**src/rtl/cfsig_pkg.sv**
```systemverilog
package cfsig_pkg;

    typedef enum logic [1:0] {
        ST_SEEK = 2'd0,
        ST_WALK = 2'd1,
        ST_LINK = 2'd2,
        ST_HOLD = 2'd3
    } cf_state_e;

    typedef enum logic [1:0] {
        ERR_NONE = 2'd0,
        ERR_SIG  = 2'd1,
        ERR_ARC  = 2'd2,
        ERR_NODE = 2'd3
    } cf_err_e;

endpackage

```
**src/rtl/cfsig_table.sv**
```systemverilog
module cfsig_table #(
    parameter int AW    = 32,
    parameter int SW    = 32,
    parameter int NODES = 8
) (
    input  logic                     clk,
    input  logic                     rst_n,
    input  logic                     wr_en,
    input  logic [$clog2(NODES)-1:0] wr_idx,
    input  logic                     wr_live,
    input  logic [AW-1:0]            wr_start,
    input  logic [SW-1:0]            wr_sig,
    input  logic [AW-1:0]            wr_tgt_a,
    input  logic [AW-1:0]            wr_tgt_b,
    input  logic [AW-1:0]            look_addr,
    output logic                     hit,
    output logic [SW-1:0]            hit_sig,
    output logic [AW-1:0]            hit_tgt_a,
    output logic [AW-1:0]            hit_tgt_b
);
    localparam int IDXW = $clog2(NODES);

    logic [NODES-1:0] match;
    logic [SW-1:0]    ent_sig   [NODES];
    logic [AW-1:0]    ent_tgt_a [NODES];
    logic [AW-1:0]    ent_tgt_b [NODES];

    // One storage slot per entry; the start address is compared in parallel.
    for (genvar g = 0; g < NODES; g++) begin : g_ent
        logic          live_q;
        logic [AW-1:0] start_q;
        logic [SW-1:0] sig_q;
        logic [AW-1:0] ta_q;
        logic [AW-1:0] tb_q;
        logic          sel;

        assign sel = wr_en && (wr_idx == IDXW'(g));

        always_ff @(posedge clk or negedge rst_n) begin
            if (!rst_n) begin
                live_q <= 1'b0;
            end else if (sel) begin
                live_q <= wr_live;
            end
        end

        always_ff @(posedge clk) begin
            if (sel) begin
                start_q <= wr_start;
                sig_q   <= wr_sig;
                ta_q    <= wr_tgt_a;
                tb_q    <= wr_tgt_b;
            end
        end

        assign match[g]     = live_q && (start_q == look_addr);
        assign ent_sig[g]   = sig_q;
        assign ent_tgt_a[g] = ta_q;
        assign ent_tgt_b[g] = tb_q;
    end

    // Lowest matching index wins: scan downward so the last hit written is the lowest.
    always_comb begin
        hit       = 1'b0;
        hit_sig   = '0;
        hit_tgt_a = '0;
        hit_tgt_b = '0;
        for (int i = NODES - 1; i >= 0; i--) begin
            if (match[i]) begin
                hit       = 1'b1;
                hit_sig   = ent_sig[i];
                hit_tgt_a = ent_tgt_a[i];
                hit_tgt_b = ent_tgt_b[i];
            end
        end
    end

endmodule

```
**src/rtl/cfsig_accum.sv**
```systemverilog
module cfsig_accum #(
    parameter int          SW       = 32,
    parameter int          SIG_MODE = 1,
    parameter logic [31:0] SEED     = 32'hFFFF_FFFF,
    parameter logic [31:0] POLY     = 32'h04C1_1DB7
) (
    input  logic          clk,
    input  logic          rst_n,
    input  logic          step_en,
    input  logic          restart,
    input  logic [SW-1:0] word,
    output logic [SW-1:0] sig_next
);
    localparam logic [SW-1:0] SEED_W = SW'(SEED);
    localparam logic [SW-1:0] POLY_W = SW'(POLY);

    logic [SW-1:0] sig_q;
    logic [SW-1:0] base;

    // A node start folds its first word into the seed, not into the old value.
    assign base = restart ? SEED_W : sig_q;

    if (SIG_MODE == 0) begin : g_xor
        assign sig_next = base ^ word;
    end else begin : g_misr
        logic [SW-1:0] shifted;
        assign shifted  = {base[SW-2:0], 1'b0} ^ (base[SW-1] ? POLY_W : '0);
        assign sig_next = shifted ^ word;
    end

    always_ff @(posedge clk or negedge rst_n) begin
        if (!rst_n) begin
            sig_q <= SEED_W;
        end else if (step_en) begin
            sig_q <= sig_next;
        end
    end

endmodule

```
**src/rtl/cfsig_ctrl.sv**
```systemverilog
module cfsig_ctrl
    import cfsig_pkg::*;
#(
    parameter int AW = 32,
    parameter int SW = 32
) (
    input  logic          clk,
    input  logic          rst_n,
    input  logic          fetch_vld,
    input  logic [AW-1:0] fetch_addr,
    input  logic          br_seen,
    input  logic          err_clr,
    input  logic          hit,
    input  logic [SW-1:0] hit_sig,
    input  logic [AW-1:0] hit_tgt_a,
    input  logic [AW-1:0] hit_tgt_b,
    input  logic [SW-1:0] sig_next,
    output logic          restart,
    output logic          step_en,
    output logic          err_flag,
    output logic [1:0]    err_code
);
    cf_state_e     state_q, state_d;
    cf_err_e       fault_code;
    logic          fault_set;
    logic          start_cyc;
    logic          arc_ok;
    logic [SW-1:0] ref_q;
    logic [AW-1:0] ta_q, tb_q;
    logic          flag_q;
    logic [1:0]    code_q;

    assign start_cyc = fetch_vld && ((state_q == ST_SEEK) || (state_q == ST_LINK));
    assign arc_ok    = (fetch_addr == ta_q) || (fetch_addr == tb_q);
    assign restart   = start_cyc;
    assign step_en   = fetch_vld && (state_q != ST_HOLD);

    // State register
    always_ff @(posedge clk or negedge rst_n) begin
        if (!rst_n) begin
            state_q <= ST_SEEK;
        end else begin
            state_q <= state_d;
        end
    end

    // Next state and fault decision
    always_comb begin
        state_d    = state_q;
        fault_set  = 1'b0;
        fault_code = ERR_NONE;
        unique case (state_q)
            ST_SEEK, ST_LINK: begin
                if (fetch_vld) begin
                    if ((state_q == ST_LINK) && !arc_ok) begin
                        fault_set  = 1'b1;
                        fault_code = ERR_ARC;
                    end else if (!hit) begin
                        fault_set  = 1'b1;
                        fault_code = ERR_NODE;
                    end else if (br_seen) begin
                        if (sig_next != hit_sig) begin
                            fault_set  = 1'b1;
                            fault_code = ERR_SIG;
                        end else begin
                            state_d = ST_LINK;
                        end
                    end else begin
                        state_d = ST_WALK;
                    end
                end
            end
            ST_WALK: begin
                if (fetch_vld && br_seen) begin
                    if (sig_next != ref_q) begin
                        fault_set  = 1'b1;
                        fault_code = ERR_SIG;
                    end else begin
                        state_d = ST_LINK;
                    end
                end
            end
            ST_HOLD: begin
                if (err_clr) begin
                    state_d = ST_SEEK;
                end
            end
        endcase
        if (fault_set) begin
            state_d = ST_HOLD;
        end
    end

    // Snapshot of the entry that opened the current node
    always_ff @(posedge clk or negedge rst_n) begin
        if (!rst_n) begin
            ref_q <= '0;
            ta_q  <= '0;
            tb_q  <= '0;
        end else if (start_cyc && hit && !fault_set) begin
            ref_q <= hit_sig;
            ta_q  <= hit_tgt_a;
            tb_q  <= hit_tgt_b;
        end
    end

    // Sticky error outputs
    always_ff @(posedge clk or negedge rst_n) begin
        if (!rst_n) begin
            flag_q <= 1'b0;
            code_q <= ERR_NONE;
        end else if (fault_set) begin
            flag_q <= 1'b1;
            code_q <= fault_code;
        end else if ((state_q == ST_HOLD) && err_clr) begin
            flag_q <= 1'b0;
            code_q <= ERR_NONE;
        end
    end

    assign err_flag = flag_q;
    assign err_code = code_q;

endmodule

```
**src/rtl/cfsig_watch.sv**
```systemverilog
module cfsig_watch #(
    parameter int          AW       = 32,
    parameter int          SW       = 32,
    parameter int          NODES    = 8,
    parameter int          SIG_MODE = 1,
    parameter logic [31:0] SEED     = 32'hFFFF_FFFF,
    parameter logic [31:0] POLY     = 32'h04C1_1DB7
) (
    input  logic                     clk,
    input  logic                     rst_n,
    input  logic                     fetch_vld,
    input  logic [AW-1:0]            fetch_addr,
    input  logic [SW-1:0]            fetch_word,
    input  logic                     br_seen,
    input  logic                     tbl_we,
    input  logic [$clog2(NODES)-1:0] tbl_idx,
    input  logic                     tbl_live,
    input  logic [AW-1:0]            tbl_start,
    input  logic [SW-1:0]            tbl_sig,
    input  logic [AW-1:0]            tbl_tgt_a,
    input  logic [AW-1:0]            tbl_tgt_b,
    input  logic                     err_clr,
    output logic                     err_flag,
    output logic [1:0]               err_code
);
    logic          hit;
    logic [SW-1:0] hit_sig;
    logic [AW-1:0] hit_tgt_a, hit_tgt_b;
    logic [SW-1:0] sig_next;
    logic          restart, step_en;

    cfsig_table #(
        .AW    (AW),
        .SW    (SW),
        .NODES (NODES)
    ) u_table (
        .clk       (clk),
        .rst_n     (rst_n),
        .wr_en     (tbl_we),
        .wr_idx    (tbl_idx),
        .wr_live   (tbl_live),
        .wr_start  (tbl_start),
        .wr_sig    (tbl_sig),
        .wr_tgt_a  (tbl_tgt_a),
        .wr_tgt_b  (tbl_tgt_b),
        .look_addr (fetch_addr),
        .hit       (hit),
        .hit_sig   (hit_sig),
        .hit_tgt_a (hit_tgt_a),
        .hit_tgt_b (hit_tgt_b)
    );

    cfsig_accum #(
        .SW       (SW),
        .SIG_MODE (SIG_MODE),
        .SEED     (SEED),
        .POLY     (POLY)
    ) u_accum (
        .clk      (clk),
        .rst_n    (rst_n),
        .step_en  (step_en),
        .restart  (restart),
        .word     (fetch_word),
        .sig_next (sig_next)
    );

    cfsig_ctrl #(
        .AW (AW),
        .SW (SW)
    ) u_ctrl (
        .clk        (clk),
        .rst_n      (rst_n),
        .fetch_vld  (fetch_vld),
        .fetch_addr (fetch_addr),
        .br_seen    (br_seen),
        .err_clr    (err_clr),
        .hit        (hit),
        .hit_sig    (hit_sig),
        .hit_tgt_a  (hit_tgt_a),
        .hit_tgt_b  (hit_tgt_b),
        .sig_next   (sig_next),
        .restart    (restart),
        .step_en    (step_en),
        .err_flag   (err_flag),
        .err_code   (err_code)
    );

endmodule

```
**config.mk**
```make
export PLATFORM = sky130hd
export DESIGN_NAME = cfsig_watch
export DESIGN_NICKNAME = d
export VERILOG_FILES = /design/src/rtl/cfsig_pkg.sv /design/src/rtl/cfsig_table.sv /design/src/rtl/cfsig_accum.sv /design/src/rtl/cfsig_ctrl.sv /design/src/rtl/cfsig_watch.sv
export SDC_FILE = /design/constraint.sdc
export NUM_CORES = 2
export LEC_CHECK = 0
export BUFFER_PORTS_ARGS = -buffer_cell sky130_fd_sc_hd__buf_2
export CORE_MARGIN = 5
export CORE_UTILIZATION = 45
export CTS_CLUSTER_SIZE = 8
export DETAILED_ROUTE_END_ITERATION = 10
export GPL_ROUTABILITY_DRIVEN = 0
export HOLD_SLACK_MARGIN = 0.15
export SKIP_CTS_REPAIR_TIMING = 1
export SYNTH_ARGS = -nofsm -noshare
export SYNTH_HDL_FRONTEND = slang
export SYNTH_SLANG_ARGS = --single-unit
```
**constraint.sdc**
```tcl
create_clock -name clk -period 5.21 [get_ports clk]
set_input_delay 0.7815 -clock clk [delete_from_list [all_inputs] [get_ports clk]]
set_output_delay 0.7815 -clock clk [all_outputs]
set_load 0.1 [all_outputs]
```
* Word level (Yosys, flattened, before mapping) *
Cells that the tools add are included.
W data, S select, Z words.

word-level totals
  register bits after elaboration = 1165
  input bits = 202
  output and inout port bits = 3
  logic and storage cells = 175

cells by class
  equality and inequality tests = 30
  muxes and demuxes = 64
  bitwise logic cells = 2
  reduce and logical (&&, ||, !) cells = 32

operator list
  kind                  number
  $mux W32              25
  $eq A32 B32 Y1        10
  $ne A32 B32 Y1        2
  $xor A32 B32 Y32      2
  $mux W2               16
  $mux W27              1
  $logic_and A1 B1 Y1   23
  $mux W1               19
  $eq A3 B3 Y1 const B  4
  $ne A3 B2 Y1 const B  4
  $reduce_and A7 Y1     1
  $eq A3 B2 Y1 const B  2
  $ne A3 B1 Y1 const B  2
  $pmux W2 S3           1
  $eq A2 B2 Y1 const B  2
  $ne A4 B3 Y1 const B  1
  $pmux W2 S2           1
  $eq A3 B1 Y1 const B  1
  $logic_not A3 Y1      1
  $eq A2 B1 Y1 const B  1
  $logic_not A1 Y1      2
  $logic_not A2 Y1      1
  $logic_or A1 B1 Y1    2
  $ne A2 B2 Y1 const B  1
  other kinds (3)       3

* Longest topological paths before layout *
  depth in word-level cells = 19
  depth in mapped cells = 20
  gate-level depth less buffers = 14

* By module *
Synthesis repeated with hierarchy kept, for this count alone.

second synthesis, totals
  cells, all modules = 3768
  area, all modules = 51406.8 um^2

by module, submodules not included
  module       times used  cells an instance  area an instance (um^2)  sequential area each (um^2)
  cfsig_table  1           3184               44363.8                  30949.7
  cfsig_ctrl   1           405                5235.0                   2527.4
  cfsig_accum  1           179                1808.0                   840.8

* Worst setup path after synthesis *
Ideal clock, no wire load.

  kind = input port to flip-flop
  start = input tbl_idx[1]
  end = register u_table.g_ent[0].live_q
  setup time = 0.110 ns
  data arrival time = 10.882 ns
  required time = 5.100 ns
  path slack = -5.782 ns
  cell stages on the path = 2
  buffers on the path = 0
  cells stage by stage = nor3_1 > mux2_2

between the ends
  cells in the longest elaborated chain, start to end = 2

RTL lines
  item                  line               source
  from (decl)           cfsig_watch.sv:16  input logic [$clog2(NODES)-1:0] tbl_idx,
  $logic_not A3 Y1      cfsig_table.sv:37  assign sel = wr_en && (wr_idx == IDXW'(g));
  $logic_and A1 B1 Y1   cfsig_table.sv:37
  to (signal assigned)  cfsig_table.sv:43  live_q <= wr_live;
  to (decl)             cfsig_table.sv:30  logic live_q;

No other way between the ends.
A chain may end at the register's enable or synchronous reset.

* Final worst setup path *
  start = register u_table.g_ent[5].start_q[21]
  end = register u_ctrl.tb_q[25]

between the ends
  cells in the longest elaborated chain, start to end = 17
  elaborated cells on any way between the ends = 30
  classes of those cells = eq/ne (2); mux (24); reduce/logical (4)

RTL lines
  item                    line               source
  from (decl)             cfsig_table.sv:31  logic [AW-1:0] start_q;
  from (signal assigned)  cfsig_table.sv:49  start_q <= wr_start;
  $eq A32 B32 Y1 *        cfsig_table.sv:56  assign match[g] = live_q && (start_q == look_addr);
  $logic_and A1 B1 Y1 *   cfsig_table.sv:56
  $mux W32 (6 in series)  cfsig_table.sv:69  if (match[i]) begin
  $ne A32 B32 Y1          cfsig_ctrl.sv:62   if (sig_next != hit_sig) begin
  $mux W1                 cfsig_ctrl.sv:62
  $mux W1                 cfsig_ctrl.sv:61   end else if (br_seen) begin
  $mux W1                 cfsig_ctrl.sv:58   end else if (!hit) begin
  $mux W1                 cfsig_ctrl.sv:55   if ((state_q == ST_LINK) && !arc_ok) begin
  $mux W1                 cfsig_ctrl.sv:54   if (fetch_vld) begin
  $pmux W1 S2             cfsig_ctrl.sv:52   unique case (state_q)
  $logic_not A1 Y1        cfsig_ctrl.sv:100  end else if (start_cyc && hit && !fault_set) begin
  $logic_and A1 B1 Y1     cfsig_ctrl.sv:100
  to (signal assigned)    cfsig_ctrl.sv:103  tb_q <= hit_tgt_b;
  to (decl)               cfsig_ctrl.sv:29   logic [AW-1:0] ta_q, tb_q;

Mark *: on every way between the ends. The rest lies on a longest branch, timed or not.

==> results.yml <==
outcome:
  outcome: "complete, no violations"
power:
  total_power_mw: 23.7
  p_switching_mw: 5.92
  swShare_pct: 25.0
  p_clk_share_pct: 41.2
  p_leak_nw: 21.4
  p_seq_share_pct: 46.1
  p_comb_share_pct: 12.7
  peakVddDrop_uv: 296
  p_int_mw: 17.8
  p_per_area_nw_per_um2: 391
yosys:
  synth_top_area_cell: "edfxtp_1"
  syn_avg_cell_area_sq_um: 14.8
  syn_inst: 3281
  syn-num-nets: 3483
  synth_top_area_share_pct: 63.3
  synth_edf_count: 1024
  async_flop_share_pct: 12.1
  netlist_area_sq_um: 48600
  ys_warn_count: 0
  synthTopCellsByArea: "edfxtp_1 63%, dfrtp_1 5.6%, xnor2_1 3.7%, xor2_1 3.7%, nand2_1 1.8%"
  synth_ff_type: "edfxtp_1"
  synth-seq-cells: 1165
  yosysSeqAreaShare_pct: 70.7
  synth_cell_type_count: 84
hold_path:
  hold_path_class: "in2async"
global_route:
  grt_usage_pct: 25.6
  grt_pass1_wl_microns: 217000
  top_usage_layer: "met2"
  grt-ovfl-total: 0
  grt_max_degree: 116
  gr-usage-met2_pct: 42.5
  met3_usage_pct: 5.39
  grt_pass1_vias: 31749
  grtUsageMet1_pct: 33.5
  antenna_found_initial: 26
floorplanning:
  dieArea_sq_um: 115000
  die_y_microns: 338
  die_w_microns: 338
  core_sq_um: 107000
  top_level_ports: 205
  fp-row-count: 120
  start_util_pct: 45.4
clock_tree:
  cts_inserted_buffers: 163
  max-clock-path-buffers: 3
  clock_latency_ns: 0.76
  htree_levels: 4
  path_clk_slew_ns: 0.05
  cts.sinks: 1165
  cts_tree: "done"
  root_buffer: "clkbuf_16"
detailed_routing:
  ant_nets: 0
  drt_wl_total_microns: 151000
  vias: 32125
  drcViolationCount: 0
  drtIter0Drc: 3042
  viasPerCell: 5.85
  drt-pass1-iter-count: 5
  wl_per_cell_microns: 27.4
critical_path:
  arrival_ns: 5.80
  worstSetupPathType: "reg2reg"
  reg2reg_to: "u_ctrl.tb_q[25]"
  worst_setup_path_end_kind: "flop"
  crit_start: "u_table.g_ent[5].start_q[21]"
  regToRegSetupSlack_ns: 0.03
  crit_required_ns: 5.84
  r2r_start: "u_table.g_ent[5].start_q[21]"
  cp-start-kind: "flop"
  reg2reg_depth: 20
  path_max_fanout: 6
placed_design:
  place_area_sq_um: 55100
  place_ws_ns: -0.715
  port-buffer-count: 204
  dp_hpwl_microns: 102000
final_layout:
  mostFrequentLayoutCells: "1024 x edfxtp_1, 465 x buf_4, 232 x nand2_1, 207 x xnor2_1, 203 x buf_2"
  final_area_sq_um: 60600
  drive_gt1_share_pct: 27.4
  final_common_cell: "edfxtp_1"
  finalNetCount: 4183
  areaGrowthSynthToFinish_pct: 24.9
sta:
  fmax_ghz: 0.193
  finalHoldViolations: 0
  skew_ns: 0.0351
  fin_crit_ns: 5.18
  maxSlewViolCount: 0
  rsz0062_at_grt: "true"
  fin_ws_ns: 0.0345
  tightest_slew_ns: 1.09
  setup-tns-final_ns: 0
  maxSlewHeadroom_pct: 27.4
  setup_viol: 0
  finalCritPeriodShare_pct: 99.3
job:
  max_cap_violations: 0
per-stage QoR:
stage	hold slack, ns	utilization [%]	instances
after global routing	0.263	56.6	5482
after floorplan	0.460	-	3281
after CTS	0.201	55.9	5467
after detailed placement	0.474	51.5	5206
after global placement	0.469	51.5	5206
final	0.203	56.7	5493
metal layers:
layer | wire (microns) | vias up
met5 | 97 | -
met4 | 5790 | 16
met3 | 11800 | 311
met2 | 73200 | 1376
met1 | 59800 | 16164
li1 | - | 14258
synthesized netlist by cell type, types with 12 or more instances:
library cell  number
a211oi_1          15
and4_1            13
and3_1            25
xnor2_1          207
dfrtp_1          109
nand3_1           67
o211ai_1          71
buf_1             17
clkbuf_1         124
o22ai_1           67
a31oi_1           72
nor2_1           161
mux2_1            43
o21ai_0           51
nand2b_1          35
mux2_2            66
o221ai_1          12
a221oi_1          78
or4_1             16
a21oi_1           20
buf_2             45
nor4_1            68
nand4_1           72
nor3_1            48
or3_1             18
edfxtp_1        1024
o311ai_0          75
nand2_1          234
inv_1             13
xor2_1           204
dfstp_2           32
flip-flops by register name (all words and copies together) (netlist names), 2 cells and up:
register,count
u_table.g_ent.tb_q,256
u_ctrl.ref_q,32
u_ctrl.tb_q,32
u_accum.sig_q,32
u_ctrl.err_code,2
u_table.g_ent.start_q,256
u_table.g_ent.live_q,8
u_ctrl.ta_q,32
u_table.g_ent.ta_q,256
u_table.g_ent.sig_q,256
u_ctrl.state_q,2
worst max-delay path, cell delays in order, from the launching register on:
cell	delay, ns
edfxtp_1	0.47
xor2_4	0.25
or4_1	0.51
or4b_4	0.59
or3_4	0.38
buf_6	0.14
o21ai_1	0.15
o2111ai_2	0.17
and3_4	0.22
nor4b_4	0.24
buf_4	0.16
and4_1	0.22
nand4_1	0.13
buf_4	0.17
nor4_4	0.13
nor2_2	0.10
nor3_4	0.20
buf_12	0.17
buf_16	0.16
clkbuf_16	0.17
mux2_4	0.29
worst max-delay path by stage:
stage / to / slack (ns)
2_1_floorplan: u_table.g_ent[1].live_q / -2.07
3_3_place_gp: u_ctrl.ta_q[4] / -0.66
3_5_place_dp: u_ctrl.tb_q[30] / -0.72
4_1_cts: u_ctrl.tb_q[29] / -0.22
5_1_grt: u_ctrl.ref_q[24] / -0.05
6_report: u_ctrl.tb_q[25] / 0.03
area by class of cell:
class,count,area [sq um]
Antenna cell,13,32.5
Clock buffer,249,4470
Inverter,13,48.8
Multi-Input combinational cell,1906,14000
Sequential cell,1165,34300
Fill cell,8471,46400
Timing Repair Buffer,732,5750
Clock inverter,12,230
Tap cell,1403,1760
power by group through the flow:
stage	sequential, mW	clock, mW	combinational (mW)
floorplan	11.1	0	1.52
CTS	10.9	9.90	2.85
global placement	11.1	0	2.83
finish	10.9	9.75	3.02
detailed placement	11.1	0	2.84
global route	10.9	10.3	3.22
logic make-up (layout without fill, tap and decap cells):
kind of cell	after synthesis	in the layout	share of synthesized area (%)
DFF	1165	1165	70.7
and+or+nand+nor	818	818	8.66
AOI/OAI and AO/OA	559	559	8.66
xor gates and xnor gates	412	412	7.46
buffers and inverters	210	1006	1.86
muxes	117	117	2.69
other	0	13	0
(Power assumes the default switching activity.)
